File: src/rtl/kbd_dec_pkg.sv
package kbd_dec_pkg;

  typedef enum logic [1:0] {
    ST_IDLE = 2'd0,
    ST_E0   = 2'd1,
    ST_F0   = 2'd2,
    ST_E0F0 = 2'd3
  } pfx_state_t;

  // next prefix state after an accepted byte
  function automatic pfx_state_t pfx_step(pfx_state_t s, logic is_ext, logic is_brk);
    if (is_ext)
      return ST_E0;
    if (is_brk)
      return ((s == ST_E0) || (s == ST_E0F0)) ? ST_E0F0 : ST_F0;
    return ST_IDLE;
  endfunction

  function automatic logic pfx_has_ext(pfx_state_t s);
    return (s == ST_E0) || (s == ST_E0F0);
  endfunction

  function automatic logic pfx_has_brk(pfx_state_t s);
    return (s == ST_F0) || (s == ST_E0F0);
  endfunction

endpackage

File: src/rtl/kbd_pfx_fsm.sv
module kbd_pfx_fsm
  import kbd_dec_pkg::*;
#(
  parameter int          CODE_W   = 8,
  parameter logic [7:0]  EXT_CODE = 8'hE0,
  parameter logic [7:0]  BRK_CODE = 8'hF0
) (
  input  logic              clk,
  input  logic              rst_n,
  input  logic [CODE_W-1:0] in_byte,
  input  logic              in_valid,
  input  logic              in_error,
  output pfx_state_t        state,
  output logic              fire,
  output logic              fire_brk,
  output logic              fire_ext
);

  logic accept, is_ext, is_brk;

  assign accept   = in_valid && !in_error;
  assign is_ext   = (in_byte == CODE_W'(EXT_CODE));
  assign is_brk   = (in_byte == CODE_W'(BRK_CODE));
  assign fire     = accept && !is_ext && !is_brk;
  assign fire_brk = pfx_has_brk(state);
  assign fire_ext = pfx_has_ext(state);

  always_ff @(posedge clk or negedge rst_n) begin
    if (!rst_n)
      state <= ST_IDLE;
    else if (in_error)
      state <= ST_IDLE;
    else if (in_valid)
      state <= pfx_step(state, is_ext, is_brk);
  end


  err_clears_chk: assert property (@(posedge clk) disable iff (!rst_n)
    in_error |=> state == ST_IDLE);


  prefix_silent_chk: assert property (@(posedge clk) disable iff (!rst_n)
    (in_valid && (is_brk || is_ext)) |-> !fire);


  e0_restart_chk: assert property (@(posedge clk) disable iff (!rst_n)
    (accept && is_ext) |=> state == ST_E0);


  e0_f0_chk: assert property (@(posedge clk) disable iff (!rst_n)
    (accept && is_brk && state == ST_E0) |=> state == ST_E0F0);


  idle_hold_chk: assert property (@(posedge clk) disable iff (!rst_n)
    (!in_valid && !in_error) |=> $stable(state));

endmodule

File: src/rtl/kbd_evt_out.sv
module kbd_evt_out #(
  parameter int CODE_W = 8
) (
  input  logic              clk,
  input  logic              rst_n,
  input  logic              fire,
  input  logic [CODE_W-1:0] code,
  input  logic              brk,
  input  logic              ext,
  output logic              ev_valid,
  output logic [CODE_W-1:0] ev_code,
  output logic              ev_break,
  output logic              ev_ext,
  output logic              ev_repeat,
  output logic              key_down
);

  logic is_rep;

  // repeat: make matching the last reported make
  assign is_rep = !brk && key_down && (ev_code == code) && (ev_ext == ext);

  always_ff @(posedge clk or negedge rst_n) begin
    if (!rst_n) begin
      ev_valid  <= 1'b0;
      ev_code   <= '0;
      ev_break  <= 1'b0;
      ev_ext    <= 1'b0;
      ev_repeat <= 1'b0;
      key_down  <= 1'b0;
    end else begin
      ev_valid <= fire;
      if (fire) begin
        ev_code   <= code;
        ev_break  <= brk;
        ev_ext    <= ext;
        ev_repeat <= is_rep;
        key_down  <= !brk;
      end
    end
  end


  event_follows_chk: assert property (@(posedge clk) disable iff (!rst_n)
    fire |=> (ev_valid && ev_code == $past(code)));


  no_spurious_chk: assert property (@(posedge clk) disable iff (!rst_n)
    !fire |=> (!ev_valid && $stable(ev_code) && $stable(key_down)));


  break_not_rep_chk: assert property (@(posedge clk) disable iff (!rst_n)
    (ev_valid && ev_break) |-> !ev_repeat);


  make_sets_down_chk: assert property (@(posedge clk) disable iff (!rst_n)
    ev_valid |-> (key_down == !ev_break));

endmodule

File: src/rtl/kbd_event_decoder.sv
module kbd_event_decoder
  import kbd_dec_pkg::*;
#(
  parameter int         CODE_W   = 8,
  parameter logic [7:0] EXT_CODE = 8'hE0,
  parameter logic [7:0] BRK_CODE = 8'hF0
) (
  input  logic              clk,
  input  logic              rst_n,
  input  logic [CODE_W-1:0] rx_byte,
  input  logic              rx_valid,
  input  logic              rx_error,
  output logic              ev_valid,
  output logic [CODE_W-1:0] ev_code,
  output logic              ev_break,
  output logic              ev_ext,
  output logic              ev_repeat,
  output logic              key_down
);

  pfx_state_t pfx_state;
  logic       key_fire, key_brk, key_ext;

  kbd_pfx_fsm #(
    .CODE_W  (CODE_W),
    .EXT_CODE(EXT_CODE),
    .BRK_CODE(BRK_CODE)
  ) u_fsm (
    .clk     (clk),
    .rst_n   (rst_n),
    .in_byte (rx_byte),
    .in_valid(rx_valid),
    .in_error(rx_error),
    .state   (pfx_state),
    .fire    (key_fire),
    .fire_brk(key_brk),
    .fire_ext(key_ext)
  );

  kbd_evt_out #(.CODE_W(CODE_W)) u_out (
    .clk      (clk),
    .rst_n    (rst_n),
    .fire     (key_fire),
    .code     (rx_byte),
    .brk      (key_brk),
    .ext      (key_ext),
    .ev_valid (ev_valid),
    .ev_code  (ev_code),
    .ev_break (ev_break),
    .ev_ext   (ev_ext),
    .ev_repeat(ev_repeat),
    .key_down (key_down)
  );


  err_no_event_chk: assert property (@(posedge clk) disable iff (!rst_n)
    rx_error |=> !ev_valid);


  reset_quiet_chk: assert property (@(posedge clk)
    !rst_n |-> (!ev_valid && !key_down && pfx_state == ST_IDLE));

endmodule

File: config.mk
export PLATFORM = sky130hd
export DESIGN_NAME = kbd_event_decoder
export DESIGN_NICKNAME = d
export VERILOG_FILES = /design/src/rtl/kbd_dec_pkg.sv /design/src/rtl/kbd_pfx_fsm.sv /design/src/rtl/kbd_evt_out.sv /design/src/rtl/kbd_event_decoder.sv
export SDC_FILE = /design/constraint.sdc
export NUM_CORES = 1
export LEC_CHECK = 0
export BUFFER_PORTS_ARGS = -buffer_cell sky130_fd_sc_hd__buf_2
export CAP_MARGIN = 20
export CORE_MARGIN = 1
export CORE_UTILIZATION = 50
export CTS_CLUSTER_DIAMETER = 200
export DETAILED_ROUTE_END_ITERATION = 16
export GPL_TIMING_DRIVEN = 0
export PLACE_DENSITY = 0.8
export SLEW_MARGIN = 0
export SYNTH_ARGS = -nofsm -noshare
export SYNTH_HDL_FRONTEND = slang
export SYNTH_SLANG_ARGS = --single-unit
export TNS_END_PERCENT = 1
File: constraint.sdc
create_clock -name clk -period 3.2 [get_ports clk]
set_clock_uncertainty 0.15 [all_clocks]
set_input_delay 0.16 -clock clk [delete_from_list [all_inputs] [get_ports clk]]
set_output_delay 0.16 -clock clk [all_outputs]
set_load 0.01 [all_outputs]
==> results of run 1 <==
[critical path: cells and delay by family]
family,cells,cell delay [ps]
mux,1,320
compound gates,1,440
simple gates,1,230
buf+inv,3,890
[layout by cell type, fill, tap and decap left out]
| cell type | Yosys | layout |
|---|---|---|
| buf_2 | 0 | 24 |
| dfrtp_1 | 15 | 15 |
| nand2_1 | 9 | 9 |
| xnor2_1 | 5 | 5 |
| mux2_2 | 4 | 4 |
| xor2_1 | 4 | 4 |
| clkbuf_4 | 0 | 3 |
| dlygate4sd3_1 | 0 | 3 |
| nand4b_1 | 2 | 2 |
| nand2b_1 | 2 | 2 |
| o22a_1 | 2 | 2 |
| nor4_1 | 2 | 2 |
| a21oi_1 | 2 | 2 |
| o21ai_0 | 2 | 2 |
| and2b_1 | 1 | 1 |
| o41ai_4 | 1 | 1 |
| buf_6 | 1 | 1 |
| inv_2 | 1 | 1 |
| mux2_1 | 1 | 1 |
| nand3_1 | 1 | 1 |
| inv_1 | 1 | 1 |
| nor2b_1 | 1 | 1 |
| nor3_1 | 1 | 1 |
| nand4_1 | 1 | 1 |
| o31ai_1 | 1 | 1 |
| clkbuf_1 | 0 | 1 |
[cell type report]
| class | count | area [um2] |
|---|---|---|
| clock buffers | 4 | 26.3 |
| fillers | 111 | 398 |
| well taps | 15 | 18.8 |
| plain buffers | 1 | 11.3 |
| inverters | 2 | 7.51 |
| repair buffers | 27 | 150 |
| flip-flops and latches | 15 | 375 |
| multi-input cells | 42 | 314 |
[cells in the mapped netlist, types with 2 or more instances]
cell type,instances,share of area
mux2_2,4,0.064
xor2_1,4,0.049
o22a_1,2,0.025
dfrtp_1,15,0.53
xnor2_1,5,0.062
a21oi_1,2,0.014
nand2b_1,2,0.018
o21ai_0,2,0.014
nor4_1,2,0.018
nand4b_1,2,0.025
nand2_1,9,0.048
[logic make-up (layout without fill, tap and decap cells)]
| family | Yosys count | in the layout | synth area share |
|---|---|---|---|
| xor gates and xnor gates | 9 | 9 | 0.111 |
| and+or+nand+nor | 20 | 20 | 0.150 |
| DFF | 15 | 15 | 0.530 |
| buffers and inverters | 3 | 34 | 0.0265 |
| muxes | 5 | 5 | 0.0795 |
| AOI/OAI and AO/OA | 8 | 8 | 0.102 |
[power by group]
group	switching [mW]	total, mW	internal, mW
registers	0.0148	0.222	0.207
logic	0.0457	0.0899	0.0442
clock network	0.0582	0.106	0.0483
[timing repair]
action	CTS	global route
setup buffers	0	0
hold endpoints to repair	18	0
hold buffers	3	0
[stage by stage]
stage	cell area, um2	std cells
after floorplan	708	60
after global placement	847	99
after detailed placement	847	99
after CTS	903	106
after global routing	903	106
final	903	106
[flip-flops by register name, summed over array words and instances, names as in the netlist]
signal / count
u_out.ev_code: 8
u_out.ev_repeat: 1
u_out.ev_valid: 1
u_fsm.state: 2
u_out.ev_break: 1
u_out.key_down: 1
u_out.ev_ext: 1
[routing by layer]
layer / GRT usage / share of wire / up-vias
met1: 0.271 / 0.43 / 276
met4: 0.0776 / 0.014 / 0
met2: 0.336 / 0.50 / 23
met3: 0.0568 / 0.059 / 2
met5: 0 / 0 / -
li1: - / - / 275
[worst paths after layout]
path	start	endpoint	depth (start not counted)
max	rx_byte[3]	u_out.ev_code[2]$_DFFE_PN0P_	6
min	rx_byte[7]	u_out.ev_code[7]$_DFFE_PN0P_	2
max reg2reg	u_out.ev_code[6]$_DFFE_PN0P_	u_out.ev_repeat$_DFFE_PN0P_	4
min reg2reg	u_out.ev_repeat$_DFFE_PN0P_	u_out.ev_repeat$_DFFE_PN0P_	2
max in group asynchronous	rst_n	u_out.ev_ext$_DFFE_PN0P_	2
min in group asynchronous	rst_n	u_out.ev_code[6]$_DFFE_PN0P_	2
==> flow_summary.rst, run 1 <==
.. list-table::
   :header-rows: 1

   * - Metric
     - Value
   * - Maximum fanout count along the critical path
     - 10
   * - Unrepaired setup endpoints after global routing
     - false
   * - Predominant post-synthesis flop cell
     - dfrtp_1
   * - Total CTS buffers
     - 3
   * - Overall track demand over capacity in global routing
     - 0.211
   * - Ratio of total power to cell area
     - 463 mW/mm2
   * - Achievable Freq
     - 0.497 GHz
   * - Count of flip-flops with a built-in enable after synthesis
     - 0
   * - Final Cycle Share
     - 0.629
   * - Count of standard-cell rows
     - 13
   * - Worst Hold Slack
     - 5.26 ps
   * - Core area
     - 0.00130 mm2
   * - Syn Area/Cell
     - 11.8 um2
   * - Worst-skew pair later-pin latency
     - 280 ps
   * - Startpoint types
     - primary input
   * - Worst rel slew slack
     - 0.679
   * - Synthesized area
     - 708 um2
   * - Die Height
     - 39.6 um
   * - Crit path required time
     - 3220 ps
   * - Slew Viols, Final
     - 0
   * - Count of cells resized by post-cts repair
     - 0
   * - Buffer type at the clock tree root
     - clkbuf_4
   * - Type of the most critical hold path
     - in -> reg
   * - Vias in the first global route
     - 492
   * - Residual overflow from global routing
     - 0
   * - Starting density of the core
     - 0.544
   * - Proportion of synthesized chip area in sequential cells
     - 0.530
   * - Post-Route Setup TNS
     - 0 ps
   * - Transition time at the pin with the least slew margin
     - 480 ps
   * - Max H-tree Level
     - 1
   * - DRC marker count from the first detailed-route iteration
     - 17
   * - List of cells traversed by the critical path
     - dlygate4sd3_1 -> buf_2 -> nand4b_1 -> o41ai_4 -> buf_6 -> mux2_1
   * - Worst setup slack before clock tree synthesis
     - 1420 ps
   * - Synth Instances
     - 60
   * - Total half-perimeter wirelength after legalization and detailed placement
     - 1070 um
   * - Die footprint
     - 0.00157 mm2
   * - Minimum clock period after layout
     - 2010 ps
   * - Vias after detailed routing
     - 576
   * - Routed via count divided by cell count
     - 5.43
   * - Pin count of the biggest net entering global routing
     - 16
   * - Finished Core Util
     - 0.694
   * - Worst Slack Setup Final
     - 1190 ps
   * - Clock-pin slew reported for the worst setup and hold paths after clock tree synthesis
     - 90 ps
   * - P_leak
     - 0.439 nW
   * - Clock tree from TritonCTS
     - done
   * - Clock Path Buffers
     - 2
   * - Total count of hold-check failures in the final report
     - 0
   * - Count of cell types in the netlist
     - 22
   * - Critical path capture point type
     - register
   * - Worst vdd rail ir drop
     - 0.251 mV
   * - Number of diodes
     - 0
   * - Type of the worst setup path
     - in -> reg
   * - Reg2reg setup slack
     - 1700 ps
   * - Seq cells post-synth
     - 15
   * - Count of max-cap constraint violations
     - 0
   * - Post-synth net total
     - 72
   * - Total number of yosys warnings
     - 0
   * - Count of input and output buffers
     - 24
   * - First-pass iteration count of the detailed router
     - 4
   * - Final Net Count
     - 104
   * - Fraction of final layout cells sized beyond drive strength 1
     - 0.374
   * - Async set or reset register ratio after synthesis
     - 1.00
   * - Routability congestion estimate
     - 0.773
   * - Die Wd
     - 39.6 um
   * - Area overhead of the layout relative to synthesis
     - 27.6%
   * - Number of top-level design ports
     - 25
   * - Final setup violation count
     - 0
   * - Data arrival at the endpoint of the critical path
     - 2030 ps
   * - Result of the run
     - finished, final reports clean
   * - Total power of the final layout
     - 0.418 mW
   * - CP peak stage delay
     - 530 ps
   * - Count of unresolved DRC violations after routing
     - 0
   * - Final routed wirelength across all metal layers
     - 1460 um
   * - Post-route ant nets
     - 0
   * - Average wire per cell in the routed design
     - 13.7 um
   * - Critical path's slowest cell
     - dlygate4sd3_1
   * - Number of antenna violations at the first check in global routing
     - 0
   * - Clock Sinks
     - 15
   * - Wire length of the first global-routing pass
     - 2170 um
(Power assumes the default switching activity.)
==> run 2, diff against run 1 <==
CORE_UTILIZATION = 47   (was 50)
PLACE_DENSITY = 0.76   (was 0.8)
clock period = 1.9 ns   (was 3.2 ns; I/O delays follow)
==> flow_summary.rst, run 2 (same netlist as run 1, synthesis figures left out) <==
.. list-table::
   :header-rows: 1

   * - Metric
     - Value
   * - Pin count of the biggest net entering global routing
     - 16 (unchanged)
   * - List of cells traversed by the critical path
     - dlygate4sd3_1 -> buf_2 -> o41ai_4 -> buf_6 -> mux2_1
   * - Transition time at the pin with the least slew margin
     - 469 ps (-11.7 ps)
   * - Minimum clock period after layout
     - 1790 ps
   * - Critical path's slowest cell
     - dlygate4sd3_1
   * - Part of the power in combinational logic
     - 0.230 (+0.015)
   * - Result of the run
     - finished, final reports clean
   * - Fraction of final layout cells sized beyond drive strength 1
     - 0.364 (-0.00999)
   * - Clk pwr share
     - 0.256 (about the same)
   * - Routability congestion estimate
     - 0.779 (+0.80%)
   * - Clock-pin slew reported for the worst setup and hold paths after clock tree synthesis
     - 90 ps (about the same)
   * - DRC marker count from the first detailed-route iteration
     - 9 (-8)
   * - Sequential Power Share
     - 0.514 (-0.016)
   * - Count of max-cap constraint violations
     - 0 (unchanged)
   * - Postcts setup bufs
     - 0 (unchanged)
   * - Crit path required time
     - 1920 ps (-1300 ps)
   * - Buffer type at the clock tree root
     - clkbuf_4
   * - Net switching share of the total power
     - 0.293 (+0.00913)
   * - Number of antenna violations at the first check in global routing
     - 0 (unchanged)
   * - Reg-to-reg endpoint
     - u_out.ev_repeat$_DFFE_PN0P_
   * - Die Wd
     - 40.8 um (+3.0%)
   * - Number of filler instances in the final layout
     - 90 (-19%)
   * - Total CTS buffers
     - 3 (unchanged)
   * - Worst-skew pair later-pin latency
     - 280 ps (about the same)
   * - Vias in the first global route
     - 558 (+13%)
   * - Data arrival at the endpoint of the critical path
     - 1810 ps (-220 ps)
   * - Residual overflow from global routing
     - 0 (unchanged)
   * - Final Net Count
     - 112 (+7.7%)
   * - Instance count along the most critical hold path
     - 3 (+1)
   * - Count of standard-cell rows
     - 13 (unchanged)
   * - Slew Viols, Final
     - 0 (unchanged)
   * - Clock tree from TritonCTS
     - done
   * - Maximum fanout count along the critical path
     - 10 (unchanged)
   * - Net Switching
     - 0.212 mW (+78%)
   * - Post-Route Setup TNS
     - 0 ps (unchanged)
   * - Area overhead of the layout relative to synthesis
     - 41.2%
   * - Leading registers by flop count
     - u_out.ev_code x8, u_fsm.state x2
   * - Reg2reg setup slack
     - 480 ps (-1220 ps)
   * - Wire length of the first global-routing pass
     - 2480 um (+15%)
   * - Hold Startpoint
     - rx_valid
   * - Final Cycle Share
     - 0.942
   * - Count of unresolved DRC violations after routing
     - 0 (unchanged)
   * - Final routed wirelength across all metal layers
     - 1560 um (+7.0%)
   * - Final setup violation count
     - 0 (unchanged)
   * - Number of top-level design ports
     - 25 (unchanged)
   * - Die footprint
     - 0.00167 mm2 (+6.0%)
   * - Total half-perimeter wirelength after legalization and detailed placement
     - 1040 um (-3.0%)
   * - Total internal power
     - 0.511 mW (+71%)
   * - Endpoint with the worst hold slack
     - u_fsm.state[0]$_DFFE_PN0P_
   * - Leading cell types in the layout, fill and taps excluded
     - buf_2 (24), dfrtp_1 (15), dlygate4sd3_1 (11)
   * - Die Height
     - 40.8 um (+3.0%)
   * - Overall track demand over capacity in global routing
     - 0.235 (+0.0239)
   * - Most common library cell in the layout ignoring fill and taps
     - buf_2
   * - Critical path capture point type
     - register
   * - Clock Path Buffers
     - 2 (unchanged)
   * - Finished Core Util
     - 0.741 (+0.0463)
   * - Number of diodes
     - 0 (unchanged)
   * - Post-route ant nets
     - 0 (unchanged)
   * - Ratio of total power to cell area
     - 723 mW/mm2 (+56%)
   * - Unrepaired setup endpoints after global routing
     - false
   * - Clock Sinks
     - 15 (unchanged)
   * - Average wire per cell in the routed design
     - 13.7 um (-0.50%)
   * - CP peak stage delay
     - 530 ps (about the same)
   * - Type of the worst setup path
     - in -> reg
   * - P_leak
     - 0.480 nW (+9.4%)
   * - Achievable Freq
     - 0.559 GHz
   * - Worst path buffer plus inverter count
     - 3 (unchanged)
   * - Startpoint types
     - primary input
   * - Start of the worst register-to-register path
     - u_out.ev_code[3]$_DFFE_PN0P_
   * - Routed via count divided by cell count
     - 5.30 (-2.5%)
   * - First-pass iteration count of the detailed router
     - 4 (unchanged)
   * - Worst rel slew slack
     - 0.686 (+0.00781)
   * - Reg2reg path depth
     - 4 (unchanged)
   * - Top register by number of flip-flops
     - u_out.ev_code
   * - Core area
     - 0.00135 mm2 (+3.7%)
   * - Count of input and output buffers
     - 24 (unchanged)
   * - Starting density of the core
     - 0.525 (-0.0197)
   * - Total count of hold-check failures in the final report
     - 0 (unchanged)
   * - Crit path max-delay family
     - buffers and inverters
   * - Max H-tree Level
     - 1 (unchanged)
   * - Number of flip-flops under the largest register name
     - 8 (unchanged)
   * - Type of the most critical hold path
     - in -> reg
   * - Worst vdd rail ir drop
     - 0.446 mV (+77%)
   * - Vias after detailed routing
     - 604 (+4.9%)
run 2: cell count changes in the layout (fill, tap and decap cells not counted), sizes merged:
cell / before / now
clkbuf: 4 / 3
clkinv: 0 / 1
dlygate4sd3: 3 / 11
run 2: tightest hold or removal path, delay by kind of cell:
family	cells	cell delay (ps)
and+or+nand+nor	2	200
buffers and inverters	1	130
run 2: area by class of cell:
type	count	area (um2)	area share
multi-input combinational	42	329	0.329
buffer	1	11.3	0.0113
tap	15	18.8	0.0188
inverter	2	7.51	0.00751
timing repair buffer	35	230	0.230
sequential	15	375	0.375
clock buffer	3	22.5	0.0225
clock inverter	1	5.00	0.00501
run 2: power by group through the flow:
stage | clock (mW) | sequential, mW | combinational, mW
5_1_grt | 0.198 | 0.377 | 0.183
3_5_place_dp | 0 | 0.379 | 0.147
4_1_cts | 0.187 | 0.372 | 0.164
3_3_place_gp | 0 | 0.378 | 0.144
6_report | 0.185 | 0.371 | 0.166
2_1_floorplan | 0 | 0.392 | 0.0652
run 2: worst max path at each step:
stage	startpoint	endpoint	slack (ps)	depth (start not counted)
floorplan	rx_byte[3]	u_out.ev_code[2]$_DFFE_PN0P_	460	4
global placement	rx_byte[3]	u_out.ev_code[2]$_DFFE_PN0P_	200	5
detailed placement	rx_byte[3]	u_out.ev_code[2]$_DFFE_PN0P_	170	5
CTS	rx_byte[2]	u_fsm.state[1]$_DFFE_PN0P_	40	6
global route	rx_byte[2]	u_fsm.state[1]$_DFFE_PN0P_	40	6
finish	rx_byte[2]	u_out.ev_code[2]$_DFFE_PN0P_	110	5
run 2: through the flow:
| step | setup slack (ps) | cells | hold WS, ps | total power [mW] | area (um2) |
|---|---|---|---|---|---|
| after CTS | 39.6 | 114 | 10.9 | 0.722 | 985 |
| final | 110 | 114 | 21.2 | 0.723 | 1000 |
| after global routing | 41.2 | 114 | 37.9 | 0.758 | 1000 |
| after detailed placement | 174 | 99 | -133 | 0.525 | 847 |
| after floorplan | 463 | 60 | -351 | 0.457 | 708 |
| after global placement | 201 | 99 | -137 | 0.522 | 847 |
run 2: what timing repair did:
| item | CTS | global route |
|---|---|---|
| endpoints found under the setup margin | 0 | 1 |
| hold buffers | 11 | 0 |
| endpoints found under the hold margin | 25 | 0 |
| gates resized for setup | 0 | 2 |
run 2: layer usage:
layer  global-route usage  vias to the layer above  share of wire
met3               0.0489                        6          0.033
li1                     -                      288              -
met4                0.175                        0          0.022
met2                0.363                       16           0.48
met1                0.284                      294           0.47
met5                    0                        -              0
==> run 3, diff against run 2 <==
CORE_UTILIZATION = 30   (was 47)
PLACE_DENSITY = unset   (was 0.76)
==> flow_summary.rst, run 3 (same netlist as run 1, synthesis figures left out) <==
.. list-table::
   :header-rows: 1

   * - Metric
     - Value
   * - Endpoint with the worst hold slack
     - u_out.ev_code[4]$_DFFE_PN0P_
   * - Maximum fanout count along the critical path
     - 10 (unchanged)
   * - Leading registers by flop count
     - u_out.ev_code x8, u_fsm.state x2
   * - Die Wd
     - 50.6 um (+24%)
   * - First-pass iteration count of the detailed router
     - 4 (unchanged)
   * - Clock tree from TritonCTS
     - done
   * - Start of the worst register-to-register path
     - u_out.ev_code[3]$_DFFE_PN0P_
   * - Area overhead of the layout relative to synthesis
     - 41.9%
   * - Post-route ant nets
     - 0 (unchanged)
   * - Overall track demand over capacity in global routing
     - 0.127 (-0.108)
   * - Pin count of the biggest net entering global routing
     - 16 (unchanged)
   * - Type of the worst setup path
     - in -> reg
   * - Average wire per cell in the routed design
     - 11.8 um (-14%)
   * - Clock Sinks
     - 15 (unchanged)
   * - Clock-pin slew reported for the worst setup and hold paths after clock tree synthesis
     - 90 ps (about the same)
   * - Top register by number of flip-flops
     - u_out.ev_code
   * - Count of standard-cell rows
     - 17 (+4)
   * - Reg2reg setup slack
     - 450 ps (-30 ps)
   * - Wire length of the first global-routing pass
     - 2420 um (-2.8%)
   * - Startpoint types
     - primary input
   * - List of cells traversed by the critical path
     - dlygate4sd3_1 -> buf_2 -> o41ai_4 -> buf_6 -> mux2_1
   * - Ratio of total power to cell area
     - 709 mW/mm2 (-1.9%)
   * - Most common library cell in the layout ignoring fill and taps
     - buf_2
   * - Clock Path Buffers
     - 2 (unchanged)
   * - Residual overflow from global routing
     - 0 (unchanged)
   * - CP peak stage delay
     - 560 ps (+30 ps)
   * - Worst-skew pair later-pin latency
     - 270 ps (about the same)
   * - Worst path buffer plus inverter count
     - 3 (unchanged)
   * - Final Cycle Share
     - 0.991 (+0.0491)
   * - Max H-tree Level
     - 1 (unchanged)
   * - Finished Core Util
     - 0.454 (-0.286)
   * - P_leak
     - 0.473 nW (-1.4%)
   * - Number of antenna violations at the first check in global routing
     - 0 (unchanged)
   * - Placed cell area
     - 863 um2 (+1.9%)
   * - Total count of hold-check failures in the final report
     - 0 (unchanged)
   * - Buffer type at the clock tree root
     - clkbuf_4
   * - Total CTS buffers
     - 3 (unchanged)
   * - Leading cell types in the layout, fill and taps excluded
     - buf_2 (24), dfrtp_1 (15), dlygate4sd3_1 (10)
   * - Instance count along the most critical hold path
     - 3 (unchanged)
   * - Reg-to-reg endpoint
     - u_out.ev_repeat$_DFFE_PN0P_
   * - Transition time at the pin with the least slew margin
     - 500 ps (+30.8 ps)
   * - Unrepaired setup endpoints after global routing
     - true
   * - Crit path max-delay family
     - buffers and inverters
   * - Reg2reg path depth
     - 4 (unchanged)
   * - Slew Viols, Final
     - 0 (unchanged)
   * - Type of the most critical hold path
     - in -> reg
   * - Count of max-cap constraint violations
     - 0 (unchanged)
   * - Number of filler instances in the final layout
     - 229 (+150%)
   * - Final setup violation count
     - 0 (unchanged)
   * - Die Height
     - 50.6 um (+24%)
   * - Routability congestion estimate
     - 0.815 (+4.6%)
   * - DRC marker count from the first detailed-route iteration
     - 8 (-1)
   * - Vias after detailed routing
     - 573 (-5.1%)
   * - Routed via count divided by cell count
     - 4.55 (-14%)
   * - Number of top-level design ports
     - 25 (unchanged)
   * - Number of flip-flops under the largest register name
     - 8 (unchanged)
   * - Number of diodes
     - 0 (unchanged)
   * - Achievable Freq
     - 0.531 GHz (-5.0%)
   * - Post-Route Setup TNS
     - 0 ps (unchanged)
   * - Critical path capture point type
     - register
   * - Hold Startpoint
     - rx_byte[4]
   * - Vias in the first global route
     - 535 (-4.1%)
   * - Fraction of final layout cells sized beyond drive strength 1
     - 0.357 (-0.00649)
   * - Worst rel slew slack
     - 0.666 (-0.0206)
   * - Count of unresolved DRC violations after routing
     - 0 (unchanged)
   * - Final instance area
     - 0.00100 mm2 (+0.50%)
   * - Result of the run
     - finished, final reports clean
   * - Count of input and output buffers
     - 24 (unchanged)
   * - Worst vdd rail ir drop
     - 0.392 mV (-12%)
   * - Starting density of the core
     - 0.320 (-0.204)
   * - Final routed wirelength across all metal layers
     - 1480 um (-4.9%)
   * - Minimum clock period after layout
     - 1880 ps (+93.3 ps)
   * - Die footprint
     - 0.00256 mm2 (+54%)
   * - Data arrival at the endpoint of the critical path
     - 1890 ps (+80 ps)
   * - Total half-perimeter wirelength after legalization and detailed placement
     - 1070 um (+2.4%)
   * - Crit path required time
     - 1910 ps (about the same)
   * - Critical path's slowest cell
     - o41ai_4
   * - Final Net Count
     - 111 (-0.89%)
   * - Core area
     - 0.00221 mm2 (+64%)
[run 3: changes by cell type in the layout (fill, tap and decap cells not counted)]
cell / before / now
clkbuf_1: 0 / 1
clkinv_2: 1 / 0
dlygate4sd3_1: 11 / 10
[run 3: worst reg2reg max path, cell delays in order (launching register included)]
cell and delay [ps]:
dfrtp_1 410, xor2_1 150, nor4_1 340, nand4b_1 130
o31ai_1 190
[run 3: layer usage]
| layer | share of wire | wire length (um) | track usage |
|---|---|---|---|
| met1 | 0.47 | 703 | 0.171 |
| met2 | 0.47 | 696 | 0.200 |
| met3 | 0.047 | 69 | 0.0273 |
| met4 | 0.0081 | 12 | 0.0417 |
| met5 | 0 | 0 | 0 |
[run 3: power by group]
| group | internal, mW | switching, mW | total, mW | leakage (nW) |
|---|---|---|---|---|
| Sequential | 0.348 | 0.0246 | 0.373 | 0.188 |
| Clock | 0.0812 | 0.0965 | 0.178 | 0.0150 |
| Combinational | 0.0828 | 0.0789 | 0.162 | 0.271 |
[run 3: how the worst max path moves through the flow]
stage | from | endpoint | cells after the start
floorplan | rx_byte[3] | u_out.ev_code[2]$_DFFE_PN0P_ | 4
CTS | rx_byte[1] | u_fsm.state[1]$_DFFE_PN0P_ | 6
global route | rx_byte[1] | u_out.ev_code[2]$_DFFE_PN0P_ | 5
global placement | rx_byte[3] | u_out.ev_code[2]$_DFFE_PN0P_ | 5
detailed placement | rx_byte[3] | u_out.ev_code[2]$_DFFE_PN0P_ | 5
finish | rx_byte[1] | u_out.ev_code[2]$_DFFE_PN0P_ | 5
[run 3: metrics by stage]
step	instances	setup WS [ps]	power, mW	hold slack (ps)
after global placement	112	184	0.524	-133
final	126	17.1	0.712	11.4
after floorplan	60	463	0.457	-351
after CTS	126	13.5	0.722	0.544
after detailed placement	112	171	0.525	-131
after global routing	126	-17.6	0.751	2.55
[run 3: final cells by class]
cell class                 instances  area, um2  area share
multi-input combinational         42        329       0.328
timing repair buffer              34        220       0.219
inverter                           2       7.51     0.00747
tap                               28       35.0      0.0349
clock buffer                       4       26.3      0.0262
buffer                             1       11.3      0.0112
sequential                        15        375       0.374
[run 3: what timing repair did]
action / 4_1_cts / 5_1_grt
gates resized for setup: 0 / 2
hold buffers: 10 / 0
hold endpoints to repair: 24 / 0
setup endpoints to repair: 0 / 2
buffers inserted: 0 / 0
